[config.mk]
export PLATFORM = sky130hd
export DESIGN_NAME = slc_rx_stack
export DESIGN_NICKNAME = d
export VERILOG_FILES = /design/src/rtl/slc_rx_pkg.sv /design/src/rtl/slc_rx_shift.sv /design/src/rtl/slc_rx_pub.sv /design/src/rtl/slc_rx_stack.sv
export SDC_FILE = /design/constraint.sdc
export NUM_CORES = 1
export LEC_CHECK = 0
export BUFFER_PORTS_ARGS = -buffer_cell sky130_fd_sc_hd__buf_2
export CORE_MARGIN = 10
export CORE_UTILIZATION = 55
export DETAILED_ROUTE_END_ITERATION = 10
export PLACE_DENSITY_LB_ADDON = 0.08
export SLEW_MARGIN = 20
export SYNTH_ARGS = -nofsm -noshare
export SYNTH_HDL_FRONTEND = slang
export SYNTH_SLANG_ARGS = --single-unit
export TNS_END_PERCENT = 20
[constraint.sdc]
create_clock -name clk -period 4 [get_ports clk]
set_input_delay 0.6 -clock clk [delete_from_list [all_inputs] [get_ports clk]]
set_output_delay 0.6 -clock clk [all_outputs]
set_load 0.01 [all_outputs]
[src/rtl/slc_rx_pkg.sv]
package slc_rx_pkg;
    localparam int unsigned DEF_BYTES  = 5;
    localparam int unsigned DEF_BYTE_W = 8;

    typedef struct packed {
        logic lost;
        logic rdy;
        logic irq;
    } flag_st_t;
endpackage

[src/rtl/slc_rx_shift.sv]
module slc_rx_shift #(
    parameter int unsigned W = 40
) (
    input  logic         clk,
    input  logic         rst_n,
    input  logic         bit_i,
    input  logic         stb_i,
    output logic [W-1:0] nxt_o
);
    typedef struct packed {
        logic [W-1:0] bits;
    } sh_st_t;

    sh_st_t st_d, st_q;

    always_comb begin
        st_d = st_q;
        if (stb_i) begin
            st_d.bits = {st_q.bits[W-2:0], bit_i};
        end
    end

    always_ff @(posedge clk or negedge rst_n) begin
        if (!rst_n) begin
            st_q <= '0;
        end else begin
            st_q <= st_d;
        end
    end

    assign nxt_o = st_d.bits;

    // without a strobe the buffer holds
    p_no_shift_r10: assert property (@(posedge clk) disable iff (!rst_n)
        !stb_i |=> $stable(st_q.bits));
endmodule

[src/rtl/slc_rx_pub.sv]
module slc_rx_pub
    import slc_rx_pkg::*;
#(
    parameter int unsigned W = 40
) (
    input  logic         clk,
    input  logic         rst_n,
    input  logic         sf_end_i,
    input  logic         aligned_i,
    input  logic         rd_i,
    input  logic [W-1:0] work_i,
    output logic [W-1:0] stack_o,
    output logic         rdy_o,
    output logic         irq_o
);
    typedef struct packed {
        logic [W-1:0] stack;
        flag_st_t     fl;
    } pub_st_t;

    pub_st_t st_d, st_q;
    logic    publish;

    always_comb begin
        st_d    = st_q;
        publish = sf_end_i && aligned_i && !st_q.fl.lost;
        st_d.fl.irq = publish;
        if (sf_end_i) begin
            st_d.fl.lost = !aligned_i;
        end else if (!aligned_i) begin
            st_d.fl.lost = 1'b1;
        end
        if (publish) begin
            st_d.stack  = work_i;
            st_d.fl.rdy = 1'b1;
        end else if (rd_i) begin
            st_d.fl.rdy = 1'b0;
        end
    end

    always_ff @(posedge clk or negedge rst_n) begin
        if (!rst_n) begin
            st_q         <= '0;
            st_q.fl.lost <= 1'b1;
        end else begin
            st_q <= st_d;
        end
    end

    assign stack_o = st_q.stack;
    assign rdy_o   = st_q.fl.rdy;
    assign irq_o   = st_q.fl.irq;

    // nothing is published while unaligned
    p_hold_unaligned_r6: assert property (@(posedge clk) disable iff (!rst_n)
        !aligned_i |=> ($stable(st_q.stack) && !st_q.fl.irq));
    // the interrupt always comes with the ready flag
    p_irq_with_rdy_r4: assert property (@(posedge clk) disable iff (!rst_n)
        st_q.fl.irq |-> st_q.fl.rdy);
    // an interrupt follows a superframe end
    p_irq_after_end_r3: assert property (@(posedge clk) disable iff (!rst_n)
        st_q.fl.irq |-> $past(sf_end_i));
    // a read with no boundary clears the flag
    p_read_clears_r5: assert property (@(posedge clk) disable iff (!rst_n)
        (rd_i && !sf_end_i) |=> !st_q.fl.rdy);
    // the stack changes only together with the interrupt
    p_change_on_irq_r4: assert property (@(posedge clk) disable iff (!rst_n)
        !$stable(st_q.stack) |-> st_q.fl.irq);
endmodule

[src/rtl/slc_rx_stack.sv]
module slc_rx_stack
    import slc_rx_pkg::*;
#(
    parameter int unsigned N_BYTES = DEF_BYTES,
    parameter int unsigned BYTE_W  = DEF_BYTE_W
) (
    input  logic                      clk,
    input  logic                      rst_n,
    input  logic                      f_bit_i,
    input  logic                      f_strobe_i,
    input  logic                      sf_end_i,
    input  logic                      sf_aligned_i,
    input  logic                      status_rd_i,
    output logic [N_BYTES*BYTE_W-1:0] stack_o,
    output logic                      rdy_o,
    output logic                      irq_o
);
    localparam int unsigned W = N_BYTES * BYTE_W;

    logic [W-1:0] work_nxt;
    logic [W-1:0] stack_raw;

    slc_rx_shift #(.W(W)) u_shift (
        .clk   (clk),
        .rst_n (rst_n),
        .bit_i (f_bit_i),
        .stb_i (f_strobe_i),
        .nxt_o (work_nxt)
    );

    slc_rx_pub #(.W(W)) u_pub (
        .clk       (clk),
        .rst_n     (rst_n),
        .sf_end_i  (sf_end_i),
        .aligned_i (sf_aligned_i),
        .rd_i      (status_rd_i),
        .work_i    (work_nxt),
        .stack_o   (stack_raw),
        .rdy_o     (rdy_o),
        .irq_o     (irq_o)
    );

    // first received byte becomes byte 0
    for (genvar k = 0; k < N_BYTES; k++) begin : g_byte
        assign stack_o[k*BYTE_W +: BYTE_W] = stack_raw[W-1-k*BYTE_W -: BYTE_W];
    end
endmodule

==> metrics.md, run 1 <==
| Metric | Value |
|---|---|
| Hold Vio Cnt, Final | 0 |
| Reg clk slew, reported paths | 0.08 ns |
| Status | completed |
| # IOs | about 50 |
| Pleak | ~2.0 nW |
| FF-to-FF setup slack | a little under 2 ns |
| Syn Nets | about 220 |
| Least-Margin Pin Slew | 0.952 ns |
| DRT Wirelength | 5540 um |
| Ratio of cells with drive above 1 in the final layout | 62.4% |
| Critical Path Start Type | flip-flop |
| Drt pass-1 iters | 4 |
| NumNets Final | approximately 240 |
| Post-synthesis register bit count | 83 |
| Mapped Avg Cell Area | 17.1 um^2 |
| Ys flop type | dfrtp_1 |
| CTS tree | yes |
| Hold buffers post-CTS | 0 |
| Layout area overhead | 3.84% |
| Final min period | about 2.1 ns |
| CP startpoint | u_pub.st_q[2] |
| Worst skew pair latency | 0.35 ns |
| Setup bufs post-CTS | 0 |
| Ranking of synthesized cells by area | dfrtp_1, mux2_4, buf_4 |
| Die area | 0.0104 mm^2 |
| Detail Route Antenna Nets | 0 |
| Starting Density | between 50% and 60% |
| Library cells used by synthesis | 9 |
| Cell count after synthesis | about 220 |
| Slew Limit Fails | 0 |
| EDFF count, synth | 0 |
| Initial antenna violation count | 0 |
| R2R Path End | u_pub.stack_o[2] |
| Sink Count | 83 |
| Core Rows | 29 |
| Largest net degree at the start of global routing | 84 |
| Placer congestion estimate | about 0.74 |
| Die Width | about 100 um |
| Synth async-reset ratio | between 90% and 100% |
| R2r startpoint | u_pub.st_q[2] |
| DP HPWL | ~3500 um |
| Setup Crit Path Kind | reg -> reg |
| Grt ovf | 0 |
| Vias | 1563 |
| Via/cell ratio | about 5.0 |
| Dpl cell area | about 0.0037 mm^2 |
| Rel. slew slack | 36.5% |
| Setup Skew | between 0.01 and 0.015 ns |
| Vias in the first global route | 1775 |
| Top-area cell type share of the netlist area | approximately 55% |
| DRC viols | 0 |
| Post-synthesis sequential area ratio | a little under three fifths |
| RSZ-0062 raised after global routing | no |
| Yosys top cell by area | dfrtp_1 |
| Max clock buf depth | 2 |
| Filler cells | around 520 |
| Die height | between 100 and 150 um |
| Setup_tns | 0 ns |
| Commonest cells post-synth | dfrtp_1, mux2_4, buf_4, buf_6, inv_1 |
| R2R depth | 3 |
| Critical path arrival | around 2.3 ns |
| Yosys synthesis warning count | 0 |
| Fmax | roughly 0.48 GHz |
| CTS buffer count | 9 |
| Most common cell in the netlist | dfrtp_1 |
| Final Power | between 2 and 2.5 mW |
| Type of the worst min-delay path | in -> async |
| First-pass GRT wire length | just over 9000 um |
| Cell area after synthesis | about 0.0037 mm^2 |
| Critical-path maximum fanout | 26 |
| Final Setup Violations | 0 |
| H-Tree Depth | 3 |
| PwrDens | 645 mW/mm^2 |
| Critical Path End | u_pub.stack_o[2] |
| Crit end category | flip-flop |
| CTS resizes | 0 |
| Required @ worst endpoint | 4.23 ns |
| Routed WL per cell | approximately 18 um |
| Max_cap viols | 0 |
| Number of port buffers | 48 |
| Iteration-0 DRC Markers | between 40 and 50 |
| Total track usage | ~11% |
| Root Driver | clkbuf_8 |
| Design Area, Final | between 0.003 and 0.004 mm^2 |
| Ant diodes | 0 |
| Final period util | just over 50% |
| Worst vdd ir | ~0.00038 V |
| Core ar. | 0.00646 mm^2 |
[how the worst min path moves through the flow]
stage                                   end  slack [ns]          start  depth (start not counted)
after CTS                     u_pub.st_q[2]        0.39   sf_aligned_i                          2
after floorplan                 u_pub.irq_o        0.30          rst_n                          0
final                     u_pub.stack_o[27]        0.29          rst_n                          1
after global routing       u_shift.st_q[25]        0.33          rst_n                          1
after detailed placement      u_pub.st_q[2]        0.47  u_pub.st_q[2]                          2
after global placement        u_pub.st_q[2]        0.46  u_pub.st_q[2]                          2
[kinds of logic after synthesis]
kind of cell | count (synthesis) | synth area share, %
multiplexers | 80 | 32.4
AND/OR/NAND/NOR | 1 | 0.236
flip-flops | 83 | 56.0
buffers and inverters | 51 | 11.0
AO/OA/AOI/OAI | 2 | 0.337
[cell type report]
type / count / area (um^2) / area share [%]
flip-flops and latches: 83 / 2080 / 53.9
well taps: 77 / 96.3 / 2.50
inverters: 2 / 7.51 / 0.195
clock buffers: 11 / 131 / 3.41
repair buffers: 50 / 262 / 6.79
multi-input cells: 83 / 1220 / 31.8
clock inverters: 5 / 53.8 / 1.40
[per-stage QoR]
stage / util [%] / setup WS (ns) / cells / hold WS [ns]
after floorplan: - / 2.53 / 217 / 0.304
after global placement: 56.7 / 1.59 / 295 / 0.457
after detailed placement: 56.7 / 1.59 / 295 / 0.472
after CTS: 59.6 / 1.90 / 311 / 0.394
after global routing: 59.6 / 1.83 / 311 / 0.335
final: 59.6 / 1.94 / 311 / 0.294
[registers in the layout, indices dropped and copies added (netlist names)]
signal         count
u_pub.st_q         1
u_pub.rdy_o        1
u_pub.stack_o     40
u_pub.irq_o        1
u_shift.st_q      40
[worst max-delay path: stages (launching register included)]
cell	delay, ns
dfstp_2	0.37
and3b_2	0.79
buf_4	0.43
mux2_4	0.34
[routing by layer]
layer | wire, um | vias up | track usage [%] | part of all wire, %
met5 | 0 | - | 0 | 0
met4 | 119 | 0 | 5.86 | 2.1
met3 | 334 | 12 | 3.58 | 6.0
met2 | 2540 | 34 | 17.4 | 46
met1 | 2550 | 794 | 14.3 | 46
li1 | - | 723 | - | -
[where the power goes]
part / leakage, nW / switching [mW] / internal (mW) / total [mW]
clock network: 0.0971 / 0.293 / 0.287 / 0.580
logic: 0.864 / 0.251 / 0.429 / 0.680
registers: 1.07 / 0.139 / 1.09 / 1.23
[layout by cell type, fill, tap and decap left out]
cell type  instances
dfrtp_1           82
clkinv_2           3
and3b_2            1
mux2_4            80
clkbuf_1           2
o21ai_0            1
dfstp_2            1
bufinv_16          1
a21o_1             1
inv_1              2
buf_6              1
buf_4              2
buf_2             47
clkbuf_8           9
clkinv_4           1
No activity file was read; power rests on OpenSTA's default activity.
==> run 2: changes to the inputs <==
CORE_UTILIZATION = 52   (was 55)
clock period = 1.8 ns   (was 4 ns; I/O delays follow)
==> metrics.md, run 2 (synthesized netlist as in run 1, its figures left out) <==
| Metric | Value |
|---|---|
| Type of the worst min-delay path | in -> reg |
| DP HPWL | about 3700 um |
| Comb power frac | a little over a quarter |
| Internal Power | 4.24 mW |
| Starting Density | 54.0% |
| Fmax | 0.708 GHz |
| Reg clk slew, reported paths | approximately 0.08 ns |
| Critical path arrival | 1.65 ns |
| Die height | approximately 100 um |
| NumNets Final | about 240 |
| Final Setup Violations | 0 |
| Final period util | between 70% and 80% |
| Switching Fraction | a little over a quarter |
| Clock share of power | approximately a quarter |
| R2R Path End | u_pub.stack_o[1] |
| Via/cell ratio | 4.73 |
| Root Driver | clkbuf_8 |
| Drt pass-1 iters | 4 |
| Number of port buffers | 48 |
| # IOs | 49 |
| Crit end category | flip-flop |
| Slowest-stage cell, CP | dfstp_2 |
| Layout area overhead | 7.02% |
| Critical Path Start Type | flip-flop |
| Iteration-0 DRC Markers | slightly below 60 |
| P_sw | about 1.5 mW |
| Setup Crit Path Kind | reg -> reg |
| CP startpoint | u_pub.st_q[2] |
| Rel. slew slack | between 70 and 80% |
| Total track usage | a little under an eighth |
| Critical path, cell by cell | and3b_2, buf_12, mux2_4 |
| Vias in the first global route | ~1.8k |
| RSZ-0062 raised after global routing | no |
| Max clock buf depth | 2 |
| R2r startpoint | u_pub.st_q[2] |
| Most common cell after layout, fill and taps aside | dfrtp_1 |
| Commonest cells after routing, fill and taps aside | dfrtp_1, mux2_4, buf_2 |
| Setup bufs post-CTS | 0 |
| FF-to-FF setup slack | around 0.39 ns |
| Sink Count | 83 |
| Routed WL per cell | roughly 17 um |
| First-pass GRT wire length | just under 10000 um |
| Core Rows | 30 |
| Setup_tns | 0 ns |
| Critical-path maximum fanout | 42 |
| Final min period | roughly 1.4 ns |
| Grt ovf | 0 |
| WHS | a little under 0.09 ns |
| DRC viols | 0 |
| Initial antenna violation count | 0 |
| Die Width | around 100 um |
| Worst vdd ir | 0.000762 V |
| CTS buffer count | 9 |
| Max_cap viols | 0 |
| Largest net degree at the start of global routing | 84 |
| Status | completed |
| Ratio of cells with drive above 1 in the final layout | between 60% and 70% |
| DRT Wirelength | 5810 um |
| Detail Route Antenna Nets | 0 |
| H-Tree Depth | 3 |
| Required @ worst endpoint | roughly 2.0 ns |
| Die area | around 0.011 mm^2 |
| Slew Limit Fails | 0 |
| Worst stage delay on the critical path | around 0.53 ns |
| CTS tree | yes |
| Placer congestion estimate | 0.698 |
| Vias | about 1.6k |
| Worst skew pair latency | 0.35 ns |
| PwrDens | between 1000 and 1500 mW/mm^2 |
| Pleak | between 2 and 2.5 nW |
| Seq pwr share | a little under half |
| R2R depth | 3 |
| Ant diodes | 0 |
| Hold Vio Cnt, Final | 0 |
| Critical Path End | u_pub.stack_o[1] |
| Setup Skew | 0.00935 ns |
| Core ar. | 0.00687 mm^2 |
| Least-Margin Pin Slew | about 0.44 ns |
-- run 2: cell count changes in the layout (fill, tap and decap cells not counted) --
cell / delta
dlygate4sd3_1: +1
clkbuf_1: -1
clkinvlp_4: +1
clkbuf_8: +2
clkinv_4: -1
bufinv_16: +1
buf_4: -1
buf_6: -1
clkinv_2: -2
buf_12: +3
-- run 2: worst min path at each step --
stage	depth (start not counted)	slack (ns)	end	start
floorplan	0	-0.03	u_pub.irq_o	rst_n
global placement	2	0.32	u_pub.stack_o[29]	rst_n
detailed placement	2	0.33	u_pub.stack_o[28]	rst_n
CTS	2	0.06	u_pub.st_q[2]	sf_aligned_i
global route	2	0.06	u_pub.st_q[2]	sf_aligned_i
finish	2	0.09	u_pub.st_q[2]	sf_aligned_i
-- run 2: layout make-up --
| cell class | count | area, um^2 |
|---|---|---|
| Fill cell | 538 | 2900 |
| Sequential cell | 83 | 2080 |
| Multi-Input combinational cell | 83 | 1220 |
| Timing Repair Buffer | 52 | 313 |
| Clock inverter | 4 | 72.6 |
| Inverter | 2 | 7.51 |
| Tap cell | 96 | 120 |
| Clock buffer | 12 | 155 |
-- run 2: timing repair --
item,4_1_cts,5_1_grt
hold endpoints to repair,82,0
hold buffers,1,0
resized for setup,0,0
-- run 2: metal layers --
metal	GRT usage, %	share of wire (%)	wire length [um]	vias up
met5	0	0	0	-
met4	3.88	0.62	36	0
met3	6.20	6.0	348	2
met2	16.3	48	2770	35
met1	14.0	46	2650	813
li1	-	-	-	720
-- run 2: power groups by stage --
stage | combinational [mW] | sequential, mW | clock [mW]
2_1_floorplan | 1.48 | 2.67 | 0
3_3_place_gp | 1.50 | 2.75 | 0
3_5_place_dp | 1.56 | 2.78 | 0
4_1_cts | 1.56 | 2.76 | 1.55
5_1_grt | 1.64 | 2.83 | 1.62
6_report | 1.52 | 2.75 | 1.50
-- run 2: critical path: cells and delay by family, from the launching register on --
family	cells	cell delay [ns]
buffers and inverters	1	0.22
AND/OR/NAND/NOR	1	0.22
flip-flops	1	0.53
multiplexers	1	0.33
-- run 2: through the flow --
stage                     instance area, um^2  power (mW)  worst slack (ns)  utilization [%]  instances
after global routing                     3970        6.10             0.344             57.8        332
after floorplan                          3710        4.15             0.439                -        217
final                                    3970        5.78             0.389             57.8        332
after global placement                   3730        4.26             0.408             54.3        315
after detailed placement                 3730        4.34             0.379             54.3        315
after CTS                                3970        5.88             0.378             57.8        332
